===== config.mk =====
export PLATFORM = sky130hd
export DESIGN_NAME = ivtimer_bank
export DESIGN_NICKNAME = d
export VERILOG_FILES = /design/src/rtl/ivt_pkg.sv /design/src/rtl/ivt_channel.sv /design/src/rtl/ivt_irq.sv /design/src/rtl/ivtimer_bank.sv
export SDC_FILE = /design/constraint.sdc
export NUM_CORES = 2
export LEC_CHECK = 0
export BUFFER_PORTS_ARGS = -buffer_cell sky130_fd_sc_hd__buf_2
export CORE_UTILIZATION = 45
export CTS_CLUSTER_SIZE = 28
export DETAILED_ROUTE_END_ITERATION = 10
export GPL_TIMING_DRIVEN = 1
export HOLD_SLACK_MARGIN = 0.03
export SLEW_MARGIN = 20
export SYNTH_ARGS = -nofsm -noshare
export SYNTH_HDL_FRONTEND = slang
export SYNTH_SLANG_ARGS = --single-unit

===== constraint.sdc =====
create_clock -name clk -period 8.1 [get_ports clk]
set_clock_uncertainty 0.15 [all_clocks]
set_input_delay 0.405 -clock clk [delete_from_list [all_inputs] [get_ports clk]]
set_output_delay 0.405 -clock clk [all_outputs]
set_load 0.05 [all_outputs]

===== src/rtl/ivt_pkg.sv =====
package ivt_pkg;
  localparam int unsigned EN_BIT     = 0;
  localparam int unsigned RELOAD_BIT = 1;
  localparam int unsigned MODE_BIT   = 7;
  localparam logic [7:0]  CTRL_RST   = 8'h04;

  localparam int unsigned OFS_IEN  = 'h000;
  localparam int unsigned OFS_STAT = 'h004;
  localparam int unsigned OFS_WD0  = 'h090;
  localparam int unsigned OFS_WD1  = 'h094;

  typedef enum logic [1:0] {SUB_CTRL, SUB_INTV, SUB_CNT, SUB_NONE} sub_e;

  function automatic sub_e decode_sub(input logic [3:0] lo);
    case (lo)
      4'h0:    return SUB_CTRL;
      4'h4:    return SUB_INTV;
      4'h8:    return SUB_CNT;
      default: return SUB_NONE;
    endcase
  endfunction
endpackage


===== src/rtl/ivt_channel.sv =====
module ivt_channel
  import ivt_pkg::*;
#(
  parameter int unsigned CNT_W = 32
) (
  input  logic             clk,
  input  logic             rst_n,
  input  logic             tick_en,
  input  logic             ctrl_we,
  input  logic             intv_we,
  input  logic [CNT_W-1:0] wr_val,
  output logic [7:0]       ctrl_o,
  output logic [CNT_W-1:0] intv_o,
  output logic [CNT_W-1:0] cnt_o,
  output logic             expire_o
);
  logic [7:0]       ctrl_q;
  logic [CNT_W-1:0] intv_q, cnt_q;
  logic             run, at_one, at_zero;

  function automatic logic [CNT_W-1:0] step_count(input logic [CNT_W-1:0] c,
                                                  input logic [CNT_W-1:0] iv,
                                                  input logic oneshot);
    if (c == '0) return oneshot ? c : iv;
    return c - CNT_W'(1);
  endfunction

  assign run      = tick_en && ctrl_q[EN_BIT] && !ctrl_we && !intv_we;
  assign at_one   = (cnt_q == CNT_W'(1));
  assign at_zero  = (cnt_q == '0);
  assign expire_o = run && at_one;

  always_ff @(posedge clk) begin
    if (!rst_n) begin
      ctrl_q <= CTRL_RST;
      intv_q <= '0;
      cnt_q  <= '0;
    end else if (ctrl_we) begin
      ctrl_q <= wr_val[7:0];
      if (wr_val[RELOAD_BIT]) cnt_q <= intv_q;
    end else if (intv_we) begin
      intv_q <= wr_val;
      cnt_q  <= wr_val;
    end else if (run) begin
      cnt_q <= step_count(cnt_q, intv_q, ctrl_q[MODE_BIT]);
      if (at_one && ctrl_q[MODE_BIT]) ctrl_q[EN_BIT] <= 1'b0;
    end
  end

  assign ctrl_o = ctrl_q;
  assign intv_o = intv_q;
  assign cnt_o  = cnt_q;

  a_r8_oneshot_stops: assert property (@(posedge clk) disable iff (!rst_n)
    expire_o && ctrl_q[MODE_BIT] |=> !ctrl_q[EN_BIT] && at_zero);
  a_r7_periodic_runs: assert property (@(posedge clk) disable iff (!rst_n)
    expire_o && !ctrl_q[MODE_BIT] |=> ctrl_q[EN_BIT]);
  a_r5_decrement: assert property (@(posedge clk) disable iff (!rst_n)
    run && !at_zero |=> cnt_q == $past(cnt_q) - CNT_W'(1));
  a_r5_hold_when_idle: assert property (@(posedge clk) disable iff (!rst_n)
    !ctrl_we && !intv_we && !(tick_en && ctrl_q[EN_BIT]) |=> $stable(cnt_q));
  a_r3_interval_load: assert property (@(posedge clk) disable iff (!rst_n)
    intv_we && !ctrl_we |=> cnt_q == $past(wr_val) && intv_q == $past(wr_val));
endmodule


===== src/rtl/ivt_irq.sv =====
module ivt_irq #(
  parameter int unsigned NCH = 6
) (
  input  logic           clk,
  input  logic           rst_n,
  input  logic           ien_we,
  input  logic           stat_we,
  input  logic [NCH-1:0] wmask,
  input  logic [NCH-1:0] expire_i,
  output logic [NCH-1:0] ien_o,
  output logic [NCH-1:0] stat_o,
  output logic [NCH-1:0] irq_o
);
  logic [NCH-1:0] ien_q, stat_q, irq_q, clr_vec;

  assign clr_vec = stat_we ? wmask : '0;

  always_ff @(posedge clk) begin
    if (!rst_n) begin
      ien_q  <= '0;
      stat_q <= '0;
      irq_q  <= '0;
    end else begin
      if (ien_we) ien_q <= wmask;
      stat_q <= (stat_q & ~clr_vec) | expire_i;
      irq_q  <= expire_i & ien_q;
    end
  end

  assign ien_o  = ien_q;
  assign stat_o = stat_q;
  assign irq_o  = irq_q;

  a_r9_single_cycle: assert property (@(posedge clk) disable iff (!rst_n)
    (irq_q & $past(irq_q)) == '0);
  a_r9_gated: assert property (@(posedge clk) disable iff (!rst_n)
    (irq_q & ~$past(ien_q)) == '0);
  a_r6_status_set: assert property (@(posedge clk) disable iff (!rst_n)
    expire_i != '0 |=> (stat_q & $past(expire_i)) == $past(expire_i));
  a_r10_clear: assert property (@(posedge clk) disable iff (!rst_n)
    stat_we |=> (stat_q & $past(wmask) & ~$past(expire_i)) == '0);
endmodule


===== src/rtl/ivtimer_bank.sv =====
module ivtimer_bank
  import ivt_pkg::*;
#(
  parameter int unsigned NCH   = 6,
  parameter int unsigned AW    = 10,
  parameter int unsigned DW    = 32,
  parameter int unsigned CNT_W = 32
) (
  input  logic           clk,
  input  logic           rst_n,
  input  logic           tick_en,
  input  logic           wr_en,
  input  logic [AW-1:0]  addr,
  input  logic [DW-1:0]  wdata,
  output logic [DW-1:0]  rdata,
  output logic [NCH-1:0] irq_o
);
  localparam int unsigned IDX_W = 4;

  logic [7:0]       ctrl_a [NCH];
  logic [CNT_W-1:0] intv_a [NCH];
  logic [CNT_W-1:0] cnt_a  [NCH];
  logic [NCH-1:0]   ctrl_we, intv_we, expire, ien, stat;
  logic [IDX_W-1:0] slot, chan_idx;
  logic             chan_hit;
  sub_e             sub;
  logic [DW-1:0]    wd0_q, wd1_q;

  assign slot     = addr[7:4];
  assign chan_hit = (addr[AW-1:8] == '0) && (slot != '0) && (slot <= IDX_W'(NCH));
  assign chan_idx = slot - IDX_W'(1);
  assign sub      = decode_sub(addr[3:0]);

  for (genvar n = 0; n < NCH; n++) begin : g_ch
    assign ctrl_we[n] = wr_en && chan_hit && (chan_idx == IDX_W'(n)) && (sub == SUB_CTRL);
    assign intv_we[n] = wr_en && chan_hit && (chan_idx == IDX_W'(n)) && (sub == SUB_INTV);
    ivt_channel #(.CNT_W(CNT_W)) u_ch (
      .clk     (clk),
      .rst_n   (rst_n),
      .tick_en (tick_en),
      .ctrl_we (ctrl_we[n]),
      .intv_we (intv_we[n]),
      .wr_val  (wdata[CNT_W-1:0]),
      .ctrl_o  (ctrl_a[n]),
      .intv_o  (intv_a[n]),
      .cnt_o   (cnt_a[n]),
      .expire_o(expire[n])
    );
  end

  ivt_irq #(.NCH(NCH)) u_irq (
    .clk     (clk),
    .rst_n   (rst_n),
    .ien_we  (wr_en && addr == AW'(OFS_IEN)),
    .stat_we (wr_en && addr == AW'(OFS_STAT)),
    .wmask   (wdata[NCH-1:0]),
    .expire_i(expire),
    .ien_o   (ien),
    .stat_o  (stat),
    .irq_o   (irq_o)
  );

  always_ff @(posedge clk) begin
    if (!rst_n) begin
      wd0_q <= '0;
      wd1_q <= '0;
    end else if (wr_en) begin
      if (addr == AW'(OFS_WD0)) wd0_q <= wdata;
      if (addr == AW'(OFS_WD1)) wd1_q <= wdata;
    end
  end

  always_comb begin
    rdata = '0;
    if (addr == AW'(OFS_IEN))       rdata = DW'(ien);
    else if (addr == AW'(OFS_STAT)) rdata = DW'(stat);
    else if (addr == AW'(OFS_WD0))  rdata = wd0_q;
    else if (addr == AW'(OFS_WD1))  rdata = wd1_q;
    else if (chan_hit) begin
      for (int n = 0; n < NCH; n++) begin
        if (chan_idx == IDX_W'(n)) begin
          case (sub)
            SUB_CTRL: rdata = DW'(ctrl_a[n]);
            SUB_INTV: rdata = DW'(intv_a[n]);
            SUB_CNT:  rdata = DW'(cnt_a[n]);
            default:  rdata = '0;
          endcase
        end
      end
    end
  end

  a_r2_onehot_write: assert property (@(posedge clk) disable iff (!rst_n)
    $onehot0({ctrl_we, intv_we}));
  a_r1_quiet_after_reset: assert property (@(posedge clk)
    !rst_n |=> irq_o == '0 && stat == '0);
endmodule


# --- Word level (Yosys, flattened, before mapping) ---
# Cells that the tools add are included.
word_totals:
  out_inout_bits: 38
  in_bits: 46
  wordCells: 313
  register_bits: 514
op_classes:
  reduce_logical: 115
  n_lt_le_gt_ge: 1
  n_bitwise: 10
  eq_ne: 36
  muxes: 115
  n_addsub: 7
ops:
  columns: ["operator", "count"]
  rows:
  - ["two-way mux 32 bit", 53]
  - ["one-hot mux 32 bit (3 select lines)", 6]
  - ["== test 32 x 1 -> 1 bit, second input constant", 6]
  - ["zero test 32 bit", 6]
  - ["subtractor 32 x 1 -> 32 bit, second input constant", 6]
  - ["two-way mux 1 bit", 54]
  - ["logical AND 1 bit", 53]
  - ["AND reduction 3 bit", 12]
  - ["!= test 5 x 3 -> 1 bit, second input constant", 6]
  - ["nonzero test 2 bit", 12]
  - ["== test 10 x 8 -> 1 bit, second input constant", 2]
  - ["nonzero test 3 bit", 6]
  - ["AND reduction 2 bit", 8]
  - ["AND 6 bit", 2]
  - ["== test 4 x 3 -> 1 bit, second input constant", 3]
  - ["zero test 1 bit", 12]
  - ["!= test 2 x 1 -> 1 bit, second input constant", 6]
  - ["!= test 2 bit, second input constant", 6]
  - ["== test 10 x 3 -> 1 bit, second input constant", 1]
  - ["zero test 10 bit", 1]
  - ["== test 4 x 2 -> 1 bit, second input constant", 2]
  - ["zero test 4 bit", 2]
  - ["two-way mux 6 bit", 1]
  - ["inverter 1 bit", 6]
  - ["other kinds (11)", 12]

# --- Depth between registers and ports, before layout ---
depth:
  depth_word: 17
  depth_mapped: 12
  mapped_depth_nobuf: 9

# --- By module ---
# Synthesis repeated with hierarchy kept, for this count alone.
hier_totals:
  hier_cells: 4211
  area_unflattened_um2: 31537.7
modules_own_cells:
  columns: ["mod", "n_inst", "area_each_um2", "seq_area_each_um2", "cells_each"]
  rows:
  - ["ivt_channel (g_ch[0].u_ch ...)", 4, 3863.7, 1441.4, 511]
  - ["ivt_channel (g_ch[4].u_ch ...)", 2, 4003.8, 1441.4, 521]
  - ["ivtimer_bank", 1, 7450.9, 1281.2, 1069]
  - ["ivt_irq", 1, 624.3, 360.3, 56]

# --- Worst setup path before layout ---
# No wires, ideal clock.
synth_timing:
  path_kind: "input to output"
  from: "input port addr[1]"
  to: "output port rdata[30]"
  path_stages: 7
  path_slack_ns: 3.895
  arrival_time_ns: 3.650
  required_ns: 7.545
  n_path_buf: 3
  cell_sequence: "nor2_1 and2_1 clkbuf_1 clkbuf_1 buf_1 a22oi_1 o311ai_0"
synth_via:
  elab_chain_cells: 15
  word_cells_on_any_way: 28
  cone_classes: "eq/ne: 7; mux: 18; reduce/logical: 3"
synth_rtl:
  columns: ["item", "line", "source"]
  rows:
  - ["from (decl)", "ivtimer_bank.sv:13", "input logic [AW-1:0] addr,"]
  - ["== test 4 bit, or another cell as far along", "ivt_pkg.sv:15", "case (lo)"]
  - ["one-hot mux 2 bit (3 select lines)", "ivt_pkg.sv:15", null]
  - ["== test 2 bit, or another cell as far along", "ivtimer_bank.sv:82", "case (sub)"]
  - ["one-hot mux 32 bit (3 select lines)", "ivtimer_bank.sv:82", null]
  - ["two-way mux 32 bit (6 in a row)", "ivtimer_bank.sv:81", "if (chan_idx == IDX_W'(n)) begin"]
  - ["two-way mux 32 bit", "ivtimer_bank.sv:79", "else if (chan_hit) begin"]
  - ["two-way mux 32 bit", "ivtimer_bank.sv:78", "else if (addr == AW'(OFS_WD1)) rdata = wd1_q;"]
  - ["two-way mux 32 bit", "ivtimer_bank.sv:77", "else if (addr == AW'(OFS_WD0)) rdata = wd0_q;"]
  - ["two-way mux 32 bit", "ivtimer_bank.sv:76", "else if (addr == AW'(OFS_STAT)) rdata = DW'(stat);"]
  - ["two-way mux 32 bit (*)", "ivtimer_bank.sv:75", "if (addr == AW'(OFS_IEN)) rdata = DW'(ien);"]
  - ["to (decl)", "ivtimer_bank.sv:15", "output logic [DW-1:0] rdata,"]
# Every way passes the cells marked *; elsewhere a longest branch is shown, timed or not.

# --- Worst setup path after layout ---
layout_timing:
  from: "input port addr[3]"
  to: "output port rdata[18]"
# Same word-level chain as after synthesis.

==> results.sh <==
export IMPL_worst_pin_slew_ns=1.28
export IMPL_clock_sinks=514
export IMPL_num_vias=32900
export IMPL_worstHoldStart="addr[2]"
export IMPL_max_slew_margin_pct=14.1
export IMPL_grt_max_degree=135
export IMPL_synthFlopType="dfxtp_1"
export IMPL_async_flop_share_pct=0
export IMPL_setup_viol=0
export IMPL_synth_edf_count=0
export IMPL_cts_tree="done"
export IMPL_die_x_um=258
export IMPL_ctsResizeCount=0
export IMPL_final_max_slew_viol_count=0
export IMPL_path_common_cell="buf_4"
export IMPL_rows=93
export IMPL_cp_start_kind="primary input"
export IMPL_drtIter0Drc=5275
export IMPL_drtAntennaViolNets=0
export IMPL_instances_no_fill=4837
export IMPL_cts_made_buffers=60
export IMPL_syn_nets=4150
export IMPL_cp_arrival_ns=4.56
export IMPL_nFillCells=6515
export IMPL_min_period_ns=5.11
export IMPL_r2r_end="g_ch[0].u_ch.cnt_o[6]$_SDFFE_PN0P_"
export IMPL_fin_tns_setup_ns=0
export IMPL_critPathBufInv=4
export IMPL_status="finished clean"
export IMPL_critPathKind="in -> out"
export IMPL_post_route_period_util_pct=63.1
export IMPL_dr_pass1_iters=6
export IMPL_final_nets=3994
export IMPL_grt_util_all_layers_pct=40.4
export IMPL_hold_class="in -> reg"
export IMPL_wirelength_um=139000
export IMPL_setup_worst_path_end="rdata[18]"
export IMPL_area_growth_pct=9.42
export IMPL_finalPower_w=0.00573
export IMPL_wl_per_cell_um=28.8
export IMPL_grt_pass1_vias=29300
export IMPL_synth_cell_area_mm2=0.0294
export IMPL_ios=84
export IMPL_dp_hpwl_um=92900
export IMPL_cp_num_cells=11
export IMPL_fin_util_pct=49.8
export IMPL_r2r_start="g_ch[0].u_ch.cnt_o[8]$_SDFFE_PN0P_"
export IMPL_hold_viol=0
export IMPL_gp_congestion=1.06
export IMPL_dieHeight_um=258
export IMPL_drive_gt1_share_pct=8.49
export IMPL_rrSetupSlack_ns=3.99
export IMPL_clock_latency_ns=0.66
export IMPL_h_tree_depth=2
export IMPL_crit_family="buffers and inverters"
export IMPL_start_util_pct=45.6
export IMPL_drc=0
export IMPL_yosysSeqAreaShare_pct=35.0
export IMPL_dieArea_mm2=0.0664
export IMPL_netlist_instances=4091
export IMPL_reg2reg_depth=8
export IMPL_critPathMaxStageDelay_ns=0.85
export IMPL_startpoint="addr[3]"
export IMPL_grt_pass1_wl_um=203000
export IMPL_yosys_warnings=0
export IMPL_critPathSlowestCell="buf_4"
export IMPL_crit_chain="buf_4, buf_4, nand2b_1, nor2_4, buf_4, a22oi_1, o22ai_1, o21ai_0, a21oi_1, a221o_1, buf_2"
export IMPL_dp_cells=4726
export IMPL_port_buffers=83
export IMPL_core_mm2=0.0646
export IMPL_cts_root_buffer="clkbuf_16"
export IMPL_grt_overflow_total=0
export IMPL_rsz0062_at_grt="false"
export IMPL_required_ns=7.55
export IMPL_clkTransAtPathRegs_ns=0.06
export IMPL_peakVddDrop_mv=0.168
export IMPL_fin_hold_ws_ns=0.122
export IMPL_leakage_nw=11.0
export IMPL_ys_ff_latch=514
export IMPL_drv_cap=0
export IMPL_cp_max_fo=79
export IMPL_cts_setup_buffers=0
export IMPL_synth_cell_types=90
export IMPL_cts_buffer_depth=3
export IMPL_power_density_mw_per_mm2=178
export IMPL_fmax_mhz=196
export IMPL_antenna_found_initial=8
export IMPL_drt_vias_per_instance=6.81
export IMPL_cp_end_kind="primary output"
export IMPL_avgSynthCellArea_um2=7.19
[worst min-delay path: stages]
cell and delay (ns):
buf_4 0.19, nor2_1 0.12, nand4_1 0.12, a21oi_1 0.07
[synth_stat cells, types with 52 or more instances]
cell | n | area (µm²)
a21oi_1 | 606 | 3030
a22oi_1 | 91 | 683
a31oi_1 | 54 | 338
clkbuf_1 | 325 | 1220
dfxtp_1 | 514 | 10300
inv_1 | 54 | 203
nand2_1 | 768 | 2880
nand3_1 | 101 | 505
nor2_1 | 243 | 912
nor3_1 | 94 | 470
o21ai_0 | 284 | 1420
o221ai_1 | 52 | 455
o22ai_1 | 75 | 469
[cell families (layout without fill, tap and decap cells)]
logic type	after synthesis	after routing	share of synthesized area (%)
compound gates	1513	1513	32.0
simple gates	1500	1500	23.1
flops	514	514	35.0
buf+inv	443	332	5.90
xor+xnor	59	59	1.76
mux	49	49	1.69
fa+ha+maj	13	13	0.553
other cells	0	2	0
[through the flow]
stage | setup slack (ns) | area [µm²]
3_5_place_dp | 3.25 | 30200
5_1_grt | 2.95 | 32200
2_1_floorplan | 3.89 | 29400
4_1_cts | 3.25 | 32200
6_report | 2.99 | 32200
3_3_place_gp | 3.36 | 30200
[where the power goes]
| part | leakage (nW) | switching [W] | internal (W) |
|---|---|---|---|
| Clock | 0.994 | 0.00120 | 0.00163 |
| Sequential | 4.14 | 0.000000842 | 0.00253 |
| Combinational | 5.87 | 0.000307 | 0.0000632 |
[flip-flops by register name, indices dropped and copies added (netlist names)]
signal and count:
u_irq.ien_o 6, g_ch.u_ch.ctrl_o 48, g_ch.u_ch.intv_o 192, g_ch.u_ch.cnt_o 192, wd0_q 32, wd1_q 32, u_irq.stat_o 6, u_irq.irq_o 6
[worst min path at each step]
stage,slack [ns],depth (start not counted),to
2_1_floorplan,0.27,2,u_irq.irq_o[0]$_SDFF_PN0_
3_3_place_gp,0.29,2,wd0_q[7]$_SDFFE_PN0P_
3_5_place_dp,0.29,2,u_irq.irq_o[1]$_SDFF_PN0_
4_1_cts,0.09,3,wd0_q[10]$_SDFFE_PN0P_
5_1_grt,0.12,3,g_ch[0].u_ch.intv_o[12]$_SDFFE_PN0P_
6_report,0.12,4,g_ch[4].u_ch.ctrl_o[0]$_SDFFE_PN0P_
[timing repair]
action                                  4_1_cts  5_1_grt
hold endpoints to repair                      6        0
endpoints found under the setup margin        0        0
hold buffers                                  1        0
[area by class of cell]
type	instances	area, µm²	area share [%]
Sequential cell	514	10300	32.0
Multi-Input combinational cell	3134	17500	54.4
Tap cell	855	1070	3.32
Timing Repair Buffer	170	1110	3.46
Clock inverter	22	269	0.836
Clock buffer	85	1730	5.36
Inverter	55	214	0.665
Antenna cell	2	5.00	0.0155
[routing by layer]
metal | share of wire [%] | track usage (%) | up-vias | wire length (µm)
met5 | 0.019 | 0 | - | 26
li1 | - | - | 14700 | -
met2 | 40 | 56.2 | 2295 | 56000
met3 | 14 | 11.8 | 440 | 19100
met1 | 39 | 54.4 | 15500 | 54100
met4 | 7.3 | 25.2 | 4 | 10200
[cell usage in the layout, fill, tap and decap left out, drive strengths merged, types with 17 or more instances in the layout]
master,count
xnor2,34
o31ai,17
o22ai,77
xor2,25
inv,57
nor2b,31
o221ai,52
nor4,53
a21oi,606
buf,169
clkbuf,85
dfxtp,514
nand2b,17
or4,35
o211ai,28
mux2i,46
a221o,24
a22oi,91
a211oi,39
nand4,35
a22o,24
nand3,101
o21ai,299
a221oi,47
nand2,768
a31oi,54
o21a,18
nor2,245
or3,45
nor3,97
(Power assumes the default switching activity.)
